===== src/rtl/pwmtb_pkg.sv =====
package pwmtb_pkg;

    typedef enum logic [1:0] {
        MODE_FREE       = 2'd0,
        MODE_ONESHOT    = 2'd1,
        MODE_UPDOWN     = 2'd2,
        MODE_UPDOWN_DBL = 2'd3
    } cnt_mode_e;

    typedef enum logic [1:0] {
        ST_IDLE = 2'd0,
        ST_RISE = 2'd1,
        ST_FALL = 2'd2
    } tb_state_e;

    localparam int POST_W     = 4;
    localparam int PS_W       = 6;
    localparam int ADDR_CTRL  = 0;
    localparam int ADDR_PER   = 1;
    localparam int ADDR_CMP   = 2;
    localparam int ADDR_DUTY0 = 3;

    typedef struct packed {
        logic [POST_W-1:0] post;
        logic [1:0]        presc;
        cnt_mode_e         mode;
        logic              en;
    } ctrl_t;

    localparam int CTRL_BITS = $bits(ctrl_t);

endpackage


===== src/rtl/pwm_prescaler.sv =====
module pwm_prescaler import pwmtb_pkg::*; (
    input  logic       clk,
    input  logic       rst_n,
    input  logic       run,
    input  logic       clr,
    input  logic [1:0] sel,
    output logic       tick
);
    logic [PS_W-1:0] cnt_q;
    logic [PS_W-1:0] div_m1;

    always_comb begin
        unique case (sel)
            2'd0: div_m1 = PS_W'(0);
            2'd1: div_m1 = PS_W'(3);
            2'd2: div_m1 = PS_W'(15);
            2'd3: div_m1 = PS_W'(63);
        endcase
    end

    assign tick = run && !clr && (cnt_q >= div_m1);

    always_ff @(posedge clk or negedge rst_n) begin
        if (!rst_n)              cnt_q <= '0;
        else if (clr || !run)    cnt_q <= '0;
        else if (tick)           cnt_q <= '0;
        else                     cnt_q <= cnt_q + 1'b1;
    end
endmodule


===== src/rtl/pwm_count_fsm.sv =====
module pwm_count_fsm import pwmtb_pkg::*; #(
    parameter int TMR_W = 15
) (
    input  logic             clk,
    input  logic             rst_n,
    input  logic             start,
    input  logic             stop,
    input  logic             tick,
    input  cnt_mode_e        mode,
    input  logic [TMR_W-1:0] period,
    output logic [TMR_W-1:0] tmr_q,
    output logic [TMR_W-1:0] tmr_nx,
    output logic             dir_q,
    output logic             dir_nx,
    output logic             run,
    output logic             zero_evt,
    output logic             top_evt,
    output logic             shot_end
);
    tb_state_e state_q, state_nx;

    // next-state and event decode
    always_comb begin
        state_nx = state_q;
        tmr_nx   = tmr_q;
        zero_evt = 1'b0;
        top_evt  = 1'b0;
        shot_end = 1'b0;
        if (stop) begin
            state_nx = ST_IDLE;
            tmr_nx   = '0;
        end else if (start) begin
            state_nx = ST_RISE;
            tmr_nx   = '0;
        end else if (tick) begin
            unique case (state_q)
                ST_IDLE: begin
                    tmr_nx = '0;
                end
                ST_RISE: begin
                    if (tmr_q >= period) begin
                        if (mode == MODE_FREE) begin
                            tmr_nx   = '0;
                            zero_evt = 1'b1;
                        end else if (mode == MODE_ONESHOT) begin
                            tmr_nx   = '0;
                            zero_evt = 1'b1;
                            shot_end = 1'b1;
                            state_nx = ST_IDLE;
                        end else begin
                            top_evt  = 1'b1;
                            state_nx = ST_FALL;
                            tmr_nx   = (tmr_q == '0) ? '0 : tmr_q - 1'b1;
                        end
                    end else begin
                        tmr_nx = tmr_q + 1'b1;
                    end
                end
                ST_FALL: begin
                    if (tmr_q <= TMR_W'(1)) begin
                        tmr_nx   = '0;
                        zero_evt = 1'b1;
                        state_nx = ST_RISE;
                    end else begin
                        tmr_nx = tmr_q - 1'b1;
                    end
                end
                default: state_nx = ST_IDLE;
            endcase
        end
    end

    // state register
    always_ff @(posedge clk or negedge rst_n) begin
        if (!rst_n) begin
            state_q <= ST_IDLE;
            tmr_q   <= '0;
        end else begin
            state_q <= state_nx;
            tmr_q   <= tmr_nx;
        end
    end

    assign dir_q  = (state_q == ST_FALL);
    assign dir_nx = (state_nx == ST_FALL);
    assign run    = (state_q != ST_IDLE);
endmodule


===== src/rtl/pwm_duty_chan.sv =====
module pwm_duty_chan #(
    parameter int TMR_W = 15
) (
    input  logic             clk,
    input  logic             rst_n,
    input  logic             load,
    input  logic             run,
    input  logic [TMR_W-1:0] buf_val,
    input  logic [TMR_W-1:0] tmr,
    input  logic [TMR_W-1:0] period,
    output logic             pwm
);
    logic [TMR_W-1:0] act_q;

    always_ff @(posedge clk or negedge rst_n) begin
        if (!rst_n)    act_q <= '0;
        else if (load) act_q <= buf_val;
    end

    assign pwm = run && (act_q != '0) && ((act_q >= period) || (tmr < act_q));
endmodule


===== src/rtl/pwm_event_unit.sv =====
module pwm_event_unit import pwmtb_pkg::*; #(
    parameter int TMR_W = 15
) (
    input  logic              clk,
    input  logic              rst_n,
    input  logic              start,
    input  logic              tick,
    input  logic              zero_evt,
    input  logic              shot_end,
    input  logic [POST_W-1:0] post_n,
    input  logic [TMR_W-1:0]  tmr_nx,
    input  logic              dir_nx,
    input  logic [TMR_W-1:0]  cmp_val,
    input  logic              cmp_dir,
    output logic              irq,
    output logic              trig,
    output logic              done
);
    logic [POST_W-1:0] post_q;
    logic              post_hit;

    assign post_hit = zero_evt && (post_q == post_n);

    always_ff @(posedge clk or negedge rst_n) begin
        if (!rst_n) begin
            post_q <= '0;
            irq    <= 1'b0;
            trig   <= 1'b0;
            done   <= 1'b0;
        end else begin
            irq  <= post_hit;
            trig <= tick && (tmr_nx == cmp_val) && (dir_nx == cmp_dir);
            done <= shot_end;
            if (start)         post_q <= '0;
            else if (post_hit) post_q <= '0;
            else if (zero_evt) post_q <= post_q + 1'b1;
        end
    end
endmodule


===== src/rtl/pwm_timebase.sv =====
module pwm_timebase import pwmtb_pkg::*; #(
    parameter int TMR_W  = 15,
    parameter int NUM_CH = 4,
    parameter int DATA_W = 16,
    parameter int ADDR_W = 3
) (
    input  logic              clk,
    input  logic              rst_n,
    input  logic              wr_en,
    input  logic [ADDR_W-1:0] wr_addr,
    input  logic [DATA_W-1:0] wr_data,
    output logic [NUM_CH-1:0] pwm_out,
    output logic [TMR_W-1:0]  tmr_value,
    output logic              tmr_dir,
    output logic              running,
    output logic              period_irq,
    output logic              adc_trig,
    output logic              oneshot_done
);
    ctrl_t            ctrl_q;
    ctrl_t            ctrl_wr;
    logic [TMR_W-1:0] per_q;
    logic [TMR_W-1:0] cmp_q;
    logic             cmp_dir_q;
    logic [TMR_W-1:0] dbuf_q [NUM_CH];

    logic wr_ctrl, start_p, stop_p, tick, duty_load;
    logic [TMR_W-1:0] tmr_nx;
    logic dir_nx, zero_evt, top_evt, shot_end;

    assign ctrl_wr = ctrl_t'(wr_data[CTRL_BITS-1:0]);
    assign wr_ctrl = wr_en && (wr_addr == ADDR_W'(ADDR_CTRL));
    assign start_p = wr_ctrl && ctrl_wr.en && !ctrl_q.en;
    assign stop_p  = wr_ctrl && !ctrl_wr.en;

    always_ff @(posedge clk or negedge rst_n) begin
        if (!rst_n) begin
            ctrl_q    <= '0;
            per_q     <= '0;
            cmp_q     <= '0;
            cmp_dir_q <= 1'b0;
        end else begin
            if (wr_ctrl)       ctrl_q    <= ctrl_wr;
            else if (shot_end) ctrl_q.en <= 1'b0;
            if (wr_en && wr_addr == ADDR_W'(ADDR_PER)) per_q <= wr_data[TMR_W-1:0];
            if (wr_en && wr_addr == ADDR_W'(ADDR_CMP)) begin
                cmp_q     <= wr_data[TMR_W-1:0];
                cmp_dir_q <= wr_data[TMR_W];
            end
        end
    end

    pwm_prescaler u_presc (
        .clk(clk), .rst_n(rst_n), .run(running),
        .clr(start_p || stop_p), .sel(ctrl_q.presc), .tick(tick)
    );

    pwm_count_fsm #(.TMR_W(TMR_W)) u_fsm (
        .clk(clk), .rst_n(rst_n), .start(start_p), .stop(stop_p), .tick(tick),
        .mode(ctrl_q.mode), .period(per_q),
        .tmr_q(tmr_value), .tmr_nx(tmr_nx), .dir_q(tmr_dir), .dir_nx(dir_nx),
        .run(running), .zero_evt(zero_evt), .top_evt(top_evt), .shot_end(shot_end)
    );

    assign duty_load = start_p || zero_evt ||
                       (top_evt && ctrl_q.mode == MODE_UPDOWN_DBL);

    for (genvar g = 0; g < NUM_CH; g++) begin : g_chan
        always_ff @(posedge clk or negedge rst_n) begin
            if (!rst_n) dbuf_q[g] <= '0;
            else if (wr_en && wr_addr == ADDR_W'(ADDR_DUTY0 + g))
                dbuf_q[g] <= wr_data[TMR_W-1:0];
        end

        pwm_duty_chan #(.TMR_W(TMR_W)) u_chan (
            .clk(clk), .rst_n(rst_n), .load(duty_load), .run(running),
            .buf_val(dbuf_q[g]), .tmr(tmr_value), .period(per_q), .pwm(pwm_out[g])
        );
    end

    pwm_event_unit #(.TMR_W(TMR_W)) u_evt (
        .clk(clk), .rst_n(rst_n), .start(start_p), .tick(tick),
        .zero_evt(zero_evt), .shot_end(shot_end), .post_n(ctrl_q.post),
        .tmr_nx(tmr_nx), .dir_nx(dir_nx), .cmp_val(cmp_q), .cmp_dir(cmp_dir_q),
        .irq(period_irq), .trig(adc_trig), .done(oneshot_done)
    );
endmodule


===== config.mk =====
export PLATFORM = sky130hd
export DESIGN_NAME = pwm_timebase
export DESIGN_NICKNAME = d
export VERILOG_FILES = /design/src/rtl/pwmtb_pkg.sv /design/src/rtl/pwm_prescaler.sv /design/src/rtl/pwm_count_fsm.sv /design/src/rtl/pwm_duty_chan.sv /design/src/rtl/pwm_event_unit.sv /design/src/rtl/pwm_timebase.sv
export SDC_FILE = /design/constraint.sdc
export NUM_CORES = 1
export LEC_CHECK = 0
export CORE_MARGIN = 2
export CORE_UTILIZATION = 30
export CTS_CLUSTER_DIAMETER = 50
export DETAILED_ROUTE_END_ITERATION = 10
export GPL_TIMING_DRIVEN = 0
export PLACE_DENSITY = 0.45
export SYNTH_ARGS = -nofsm -noshare
export SYNTH_HDL_FRONTEND = slang
export SYNTH_SLANG_ARGS = --single-unit

===== constraint.sdc =====
create_clock -name clk -period 4.41 [get_ports clk]
set_input_delay 1.1025 -clock clk [delete_from_list [all_inputs] [get_ports clk]]
set_output_delay 1.1025 -clock clk [all_outputs]
set_load 0.05 [all_outputs]

## After elaboration in Yosys (flattened, before gate mapping)

Cells that the tools add are included.

- Equal/unequal tests: 17
- Reduce and logical (&&, ||, !) cells: 48
- Mux-type cells: 46
- $lt $le $gt $ge: 11
- Add/subtract/negate cells: 4

Operators with widths:

| operator | number |
|---|---|
| two-way mux 15 bit | 8 |
| >= comparator 15 bit | 5 |
| less-than comparator 15 bit | 4 |
| nonzero test 15 bit | 4 |
| one-hot mux 15 bit (3 select lines) | 1 |
| logical AND 1 bit | 24 |
| one-hot mux 6 bit (4 select lines) | 1 |
| two-way mux 1 bit | 22 |
| adder 15 x 1 -> 15 bit (second input constant) | 1 |
| equality test 15 bit | 1 |
| <= comparator 15 x 1 -> 1 bit (second input constant) | 1 |
| zero test 15 bit | 1 |
| subtractor 15 x 1 -> 15 bit (second input constant) | 1 |
| two-way mux 2 bit | 7 |
| two-way mux 4 bit | 3 |
| two-way mux 6 bit | 2 |
| equality test 2 bit (second input constant) | 5 |
| equality test 3 bit (second input constant) | 3 |
| logical OR 1 bit | 8 |
| adder 6 x 1 -> 6 bit (second input constant) | 1 |
| equality test 2 x 1 -> 1 bit (second input constant) | 3 |
| equality test 3 x 2 -> 1 bit (second input constant) | 2 |
| >= comparator 6 bit | 1 |
| zero test 2 bit | 3 |
| 10 further kinds | 14 |

- Output and inout port bits: 24
- Input port bits: 22
- Flip-flop bits (word level): 190
- Logic and storage cells: 148

## Depth between registers and ports, before layout

Gate-level depths: netlist of run 1.

- Depth after elaboration: 14
- Mapped depth: 16
- Mapped depth without buffers: 13

## Hierarchy

A second synthesis of run 1 with hierarchy kept.

- Cells, all modules: 1235
- Area, all modules: 11982.7 um^2

Modules (own cells, without submodules):

| module | cells each | seq. area each (um^2) | area each (um^2) | times used |
|---|---|---|---|---|
| pwm_duty_chan | 158 | 375.4 | 1263.7 | 4 |
| pwm_timebase | 230 | 2502.4 | 3860.0 | 1 |
| pwm_count_fsm | 276 | 425.4 | 2128.3 | 1 |
| pwm_event_unit | 53 | 175.2 | 505.5 | 1 |
| pwm_prescaler | 44 | 150.1 | 434.2 | 1 |

## Worst setup path after synthesis of run 1

No wires, ideal clock.

- Path kind: reg2out
- From: reg u_fsm.tmr_q[1]
- To: out pwm_out[1]
- Path slack: 0.665 ns
- Data arrival time: 2.642 ns
- Buffers on the path: 1
- Cell stages (with the launch flop): 12
- Data required time: 3.308 ns
- Cell sequence: dfrtp_1 ha_1 a21o_1 a21o_1 a21o_1 a21o_1 a21o_1 a21oi_1 o21ai_0 a221oi_1 o311a_1 buf_4

- Word-level cells in the longest chain between the ends: 3

RTL lines:

| what | line | RTL |
|---|---|---|
| start, declared | pwm_count_fsm.sv:11 | `output logic [TMR_W-1:0] tmr_q,` |
| start signal, assigned | pwm_count_fsm.sv:80 | `tmr_q <= tmr_nx;` |
| less-than comparator 15 bit | pwm_duty_chan.sv:20 | `assign pwm = run && (act_q != '0) && ((act_q >= period) \|\| (tmr < act_q));` |
| logical OR 1 bit | pwm_duty_chan.sv:20 |  |
| logical AND 1 bit | pwm_duty_chan.sv:20 |  |
| end, declared | pwm_timebase.sv:12 | `output logic [NUM_CH-1:0] pwm_out,` |

No other way between the ends.

## Worst setup path after layout of run 1

- From: reg u_fsm.tmr_q[1]
- To: out pwm_out[0]

Same word-level chain as after synthesis.

==> impl_metrics.toml, run 1 <==
[global_routing]
use_met1 = 0.289
grt_pass1_wl_um = 65200
grt.overflow.total = 0
grt_antenna_before_repair = 2
met3_usage = 0.0347
grt_max_degree = 74
grt_util_met2 = 0.345
grt_util_all_layers = 0.212
grt_pass1_vias = 10128
busiest_layer = "met2"

[flow_run]
drv_cap = 0

[clock_tree]
cts_buffers = 17
h-tree-depth = 4
clock_path_buffers = 2
insertion_delay_ps = 460
cts_root_buf = "clkbuf_16"
postCtsHoldBufs = 0
clk_pin_slew_ps = 80
clkSinkCount = 190
cts_tree = "done"

[power_and_ir_drop]
leakage_nw = 6.38
p_sw_mw = 4.49
swShare = 0.465
internal-power_mw = 5.17
clockPowerShare = 0.162
pwr-share-comb = 0.517
seqPwrFrac = 0.321
fin_total_pwr_mw = 9.65
peakVddDrop_mv = 0.385
power_density_mw_per_mm2 = 689

[yosys]
synth_top_area_frac = 0.389
synth_edf_count = 0
ys_top_cells_by_count = "dfrtp_1 (190), nand2_1 (154), ha_1 (146)"
async_reset_ff_frac = 1.00
synth-seq-cells = 190
ys_seq_area_frac = 0.389
yosysTopAreaCell = "dfrtp_1"
avgSynthCellArea_um2 = 9.53
synth.area.top_cells = "dfrtp_1 (39%), ha_1 (15%), mux2_2 (6.3%)"
yosysMostFrequentCell = "dfrtp_1"
syn-num-nets = 1451
syn_area_mm2 = 0.0122
ys.flop_type = "dfrtp_1"
ys_types = 79
syn_inst = 1283
yosys_warnings = 0

[timing]
layout_min_cycle_time_ps = 4300
rsz0062_at_grt = "true"
maxSlewHeadroom = 0.0673
hold_viol_final = 0
fin_skew_ps = 16.6
tightest_slew_ps = 1390
fmax_mhz = 232
worst_slack_ps = 107
post-route-period-util = 0.976
setup_violations = 0
slew_viol_final = 0

[routing]
vias = 10110
drt-total-wl_um = 43400
via_per_inst = 5.37
drc = 0
dr.pass1.iters = 5
ant_nets = 0
drt_iter0_drc = 657
post_drt_wl_per_cell_um = 23.1

[critical_path]
cp.required_ps = 3310
worstSetupEndpointType = "output pin"
cp_top_family = "compound AO/OA/AOI/OAI gates"
reg2reg_from = "u_fsm.tmr_q[14]"
worst_r2r_endpoint = "u_evt.trig"
rrSetupSlack_ps = 170
worst_setup_path_start_kind = "flip-flop"
reg2reg_depth = 12
critical_path.max_stage_delay_ps = 540
critPathBufInv = 2
crit_type = "reg -> out"
cp_common_cell = "a21o_1"
slowest_stage = "dfrtp_2"
worst-path-stages = 12
cp.arrival_ps = 3200
cp_cell_sequence = "ha_1, a21o_1, a21o_1, a21o_1, a21o_1, a211oi_2, o21ai_0, a21oi_1, o21a_1, o21a_1, buf_4, buf_4"
worstPathMaxFanout = 7

[die]
core_mm2 = 0.0400
dieHeight_um = 206
start_util = 0.306
ios = 46
rows = 73
die_w_um = 206
dieArea_mm2 = 0.0424

[final_layout]
area_growth_pct = 14.5
antennaDiodeCount = 0
finalNetCount = 1515
drive_gt1_frac = 0.130
post-route-util = 0.350

[min_path]
min_path_type = "reg -> reg"
worstHoldStart = "dbuf_q[41]"
holdPathStages = 2
min_to = "g_chan[1].u_chan.act_q[11]"

[run_status]
outcome = "complete, no violations"

[placement]
dpl.hpwl_um = 30800
dp_slack_ps = -499
portBuffers = 41
gp_congestion = 0.887
[layout by cell type, fill, tap and decap left out, drive strengths merged, types with 11 or more instances in the layout]
cell | netlist | layout
dfrtp | 190 | 190
nand2 | 155 | 155
ha | 146 | 146
o21ai | 139 | 139
inv | 101 | 102
mux2 | 68 | 68
clkbuf | 36 | 58
nor2 | 50 | 50
a21oi | 49 | 49
a21o | 37 | 37
clkdlybuf4s50 | 0 | 36
buf | 26 | 34
nor3 | 24 | 24
nor4 | 21 | 21
xnor2 | 16 | 16
nor2b | 15 | 15
and3 | 15 | 15
nand3 | 15 | 15
a31oi | 14 | 14
xor2 | 12 | 12
nand2b | 12 | 12
a211oi | 11 | 11
[final cells by class]
type / count / area (um2)
repair buffers: 45 / 487
clock buffers: 22 / 474
multi-input cells: 930 / 6810
well taps: 525 / 657
clock inverters: 9 / 86.3
flip-flops and latches: 190 / 4770
plain buffers: 62 / 342
inverters: 101 / 382
fillers: 4117 / 26000
[worst min-delay path, delay by kind of cell, from the launching register on]
kind	cells	cell delay [ps]
compound gates	1	60
flops	1	340
simple gates	1	40
[sequential cells by signal, summed over array words and instances (netlist names), 4 cells and up]
register,count
cmp_q,15
ctrl_q,9
dbuf_q,60
g_chan.u_chan.act_q,60
per_q,15
u_evt.post_q,4
u_fsm.tmr_q,15
u_presc.cnt_q,6
[power by group through the flow]
stage	sequential [mW]	combinational (mW)	clock, mW
4_1_cts	3.10	4.92	1.61
6_report	3.10	4.99	1.56
3_5_place_dp	3.12	4.88	0
3_3_place_gp	3.12	4.81	0
2_1_floorplan	2.91	3.37	0
5_1_grt	3.18	5.59	1.67
[kinds of logic after synthesis]
kind of cell	Yosys count	synth area share
fa+ha+maj	146	0.149
buf+inv	163	0.0580
simple gates	348	0.142
xor+xnor	28	0.0207
flops	190	0.389
compound gates	336	0.175
mux	72	0.0659
[metrics by stage]
| stage | instances | instance area, um2 | TNS (ps) | hold WS [ps] |
|---|---|---|---|---|
| 6_report | 1884 | 14000 | 0 | 478 |
| 4_1_cts | 1884 | 13900 | 0 | 480 |
| 2_1_floorplan | 1283 | 12200 | 0 | 444 |
| 3_3_place_gp | 1849 | 13300 | -1236050 | 457 |
| 5_1_grt | 1884 | 14000 | -73.6 | 505 |
| 3_5_place_dp | 1851 | 13400 | -13580 | 461 |
[layer usage]
metal | routed length (um) | part of all wire
met1 | 20800 | 0.48
met2 | 20000 | 0.46
met3 | 1660 | 0.038
met5 | 0 | 0
met4 | 962 | 0.022
[how the worst max path moves through the flow]
| stage | slack [ps] | to | start |
|---|---|---|---|
| 4_1_cts | 3 | pwm_out[1] | u_fsm.tmr_q[1] |
| 3_3_place_gp | -6470 | u_presc.cnt_q[2] | rst_n |
| 6_report | 110 | pwm_out[0] | u_fsm.tmr_q[1] |
| 3_5_place_dp | -500 | pwm_out[2] | u_fsm.tmr_q[1] |
| 5_1_grt | -20 | pwm_out[1] | u_fsm.tmr_q[1] |
| 2_1_floorplan | 670 | pwm_out[1] | u_fsm.tmr_q[1] |
[what timing repair did]
action | in CTS | in global routing
setup buffers | 2 | 0
setup endpoints to repair | 64 | 65
endpoints found under the hold margin | 0 | 0
pin swaps | 0 | 3
gates resized for setup | 34 | 26
No activity file was read; power rests on OpenSTA's default activity.
==> run 2: changes to the inputs <==
Settings changed: TNS_END_PERCENT set to 30.
==> impl_metrics.toml, run 2 (synthesis results as in run 1) <==
[timing]
finalSetupTns_ps = 0
fmax_mhz = 229
hold_viol_final = 0
rsz0062_at_grt = "true"
worst_slack_ps = 34.7
layout_min_cycle_time_ps = 4380
fin_skew_ps = 18.2
setup_violations = 0
post-route-period-util = 0.992
maxSlewHeadroom = 0.0796
slew_viol_final = 0
tightest_slew_ps = 1370

[power_and_ir_drop]
leakage_nw = 6.37
fin_total_pwr_mw = 9.63
power_density_mw_per_mm2 = 688
peakVddDrop_mv = 0.386

[global_routing]
grt_antenna_before_repair = 2
grt_pass1_vias = 10128
grt_pass1_wl_um = 65200
grt_util_all_layers = 0.212
grt.overflow.total = 0
grt_max_degree = 74

[routing]
dr.pass1.iters = 8
via_per_inst = 5.36
drc = 0
drt-total-wl_um = 43400
post_drt_wl_per_cell_um = 23.0
wl_met1_um = 20800
vias = 10098
top_layer_used = "met4"
ant_nets = 0
drt_iter0_drc = 717
wl_met3_um = 1580
wl_met2_um = 20100

[final_layout]
final_cell_mix = "dfrtp_1 (182), nand2_1 (154), ha_1 (145)"
finalNetCount = 1515
reg_top3 = "dbuf_q: 60 flops, g_chan.u_chan.act_q: 60 flops"
stdcell_count = 1884
nFillCells = 4116
layout_commonest_cell = "dfrtp_1"
drive_gt1_frac = 0.128
area_growth_pct = 14.3
multi_input_area_mm2 = 0.00680
antennaDiodeCount = 0
regArea_mm2 = 0.00477

[placement]
gp_congestion = 0.887
dp_cells = 1851
dpl.hpwl_um = 30800
portBuffers = 41
dp_slack_ps = -499

[clock_tree]
insertion_delay_ps = 460
clkSinkCount = 190
cts_root_buf = "clkbuf_16"
cts_buffers = 17
clk_pin_slew_ps = 80
postCtsHoldBufs = 0
clock_path_buffers = 2
cts_tree = "done"
h-tree-depth = 4

[critical_path]
crit_type = "reg -> out"
cp.required_ps = 3310
worstSetupEndpointType = "output pin"
cp.arrival_ps = 3270
worst_setup_path_start_kind = "flip-flop"
worstPathMaxFanout = 7
reg2reg_depth = 12

[min_path]
min_path_type = "reg -> reg"
holdPathStages = 2

[die]
dieArea_mm2 = 0.0424
rows = 73
dieHeight_um = 206
start_util = 0.306
ios = 46
die_w_um = 206
core_mm2 = 0.0400

[flow_run]
drv_cap = 0

[run_status]
outcome = "complete, no violations"
## run 2: worst paths after layout
check	startpoint	to	slack, ps
min reg2reg	dbuf_q[41]	g_chan[1].u_chan.act_q[11]	480
min in group asynchronous	rst_n	dbuf_q[11]	570
max in group asynchronous	rst_n	u_fsm.tmr_q[4]	3050
max reg2reg	u_fsm.tmr_q[14]	u_evt.trig	50
max	u_fsm.tmr_q[1]	pwm_out[1]	30
min	dbuf_q[41]	g_chan[1].u_chan.act_q[11]	480
## run 2: layout make-up
class                      instances  share of cell area
tap                              525              0.0470
inverter                         101              0.0271
clock buffer                      22              0.0339
multi-input combinational        930               0.486
sequential                       190               0.341
buffer                            62              0.0243
timing repair buffer              45              0.0343
clock inverter                     9             0.00617
## run 2: timing repair
action                     in CTS  in global routing
resized for setup              34                 20
buffers inserted                2                  0
setup endpoints to repair      64                 65
pin swaps                       0                  2
## run 2: power by group
| part | switching [mW] | total [mW] | leakage, nW | internal (mW) |
|---|---|---|---|---|
| sequential | 0.798 | 3.10 | 2.31 | 2.30 |
| clock | 0.737 | 1.56 | 0.272 | 0.822 |
| combinational | 2.94 | 4.97 | 3.79 | 2.03 |
| total | 4.48 | 9.63 | 6.37 | 5.15 |
## run 2: critical path, stage by stage (launching register included)
cell,delay [ps]
dfrtp_2,540
ha_1,340
a21o_1,150
a21o_1,170
a21o_1,180
a21o_1,170
a21o_1,190
a21oi_1,170
o21ai_0,120
a221oi_1,280
o311a_1,200
buf_4,100
buf_4,180
## run 2: metal layers
| metal | up-vias | GRT usage |
|---|---|---|
| li1 | 4729 | - |
| met2 | 245 | 0.345 |
| met3 | 48 | 0.0347 |
| met4 | 0 | 0.0584 |
| met5 | - | 0 |
| met1 | 5076 | 0.289 |
## run 2: per-stage QoR
step / instance area (um2) / util / hold WS, ps
final: 14000 / 0.350 / 478
after global routing: 14000 / 0.350 / 505
after CTS: 13900 / 0.349 / 480
after detailed placement: 13400 / 0.334 / 461
after global placement: 13300 / 0.332 / 457
after floorplan: 12200 / - / 444
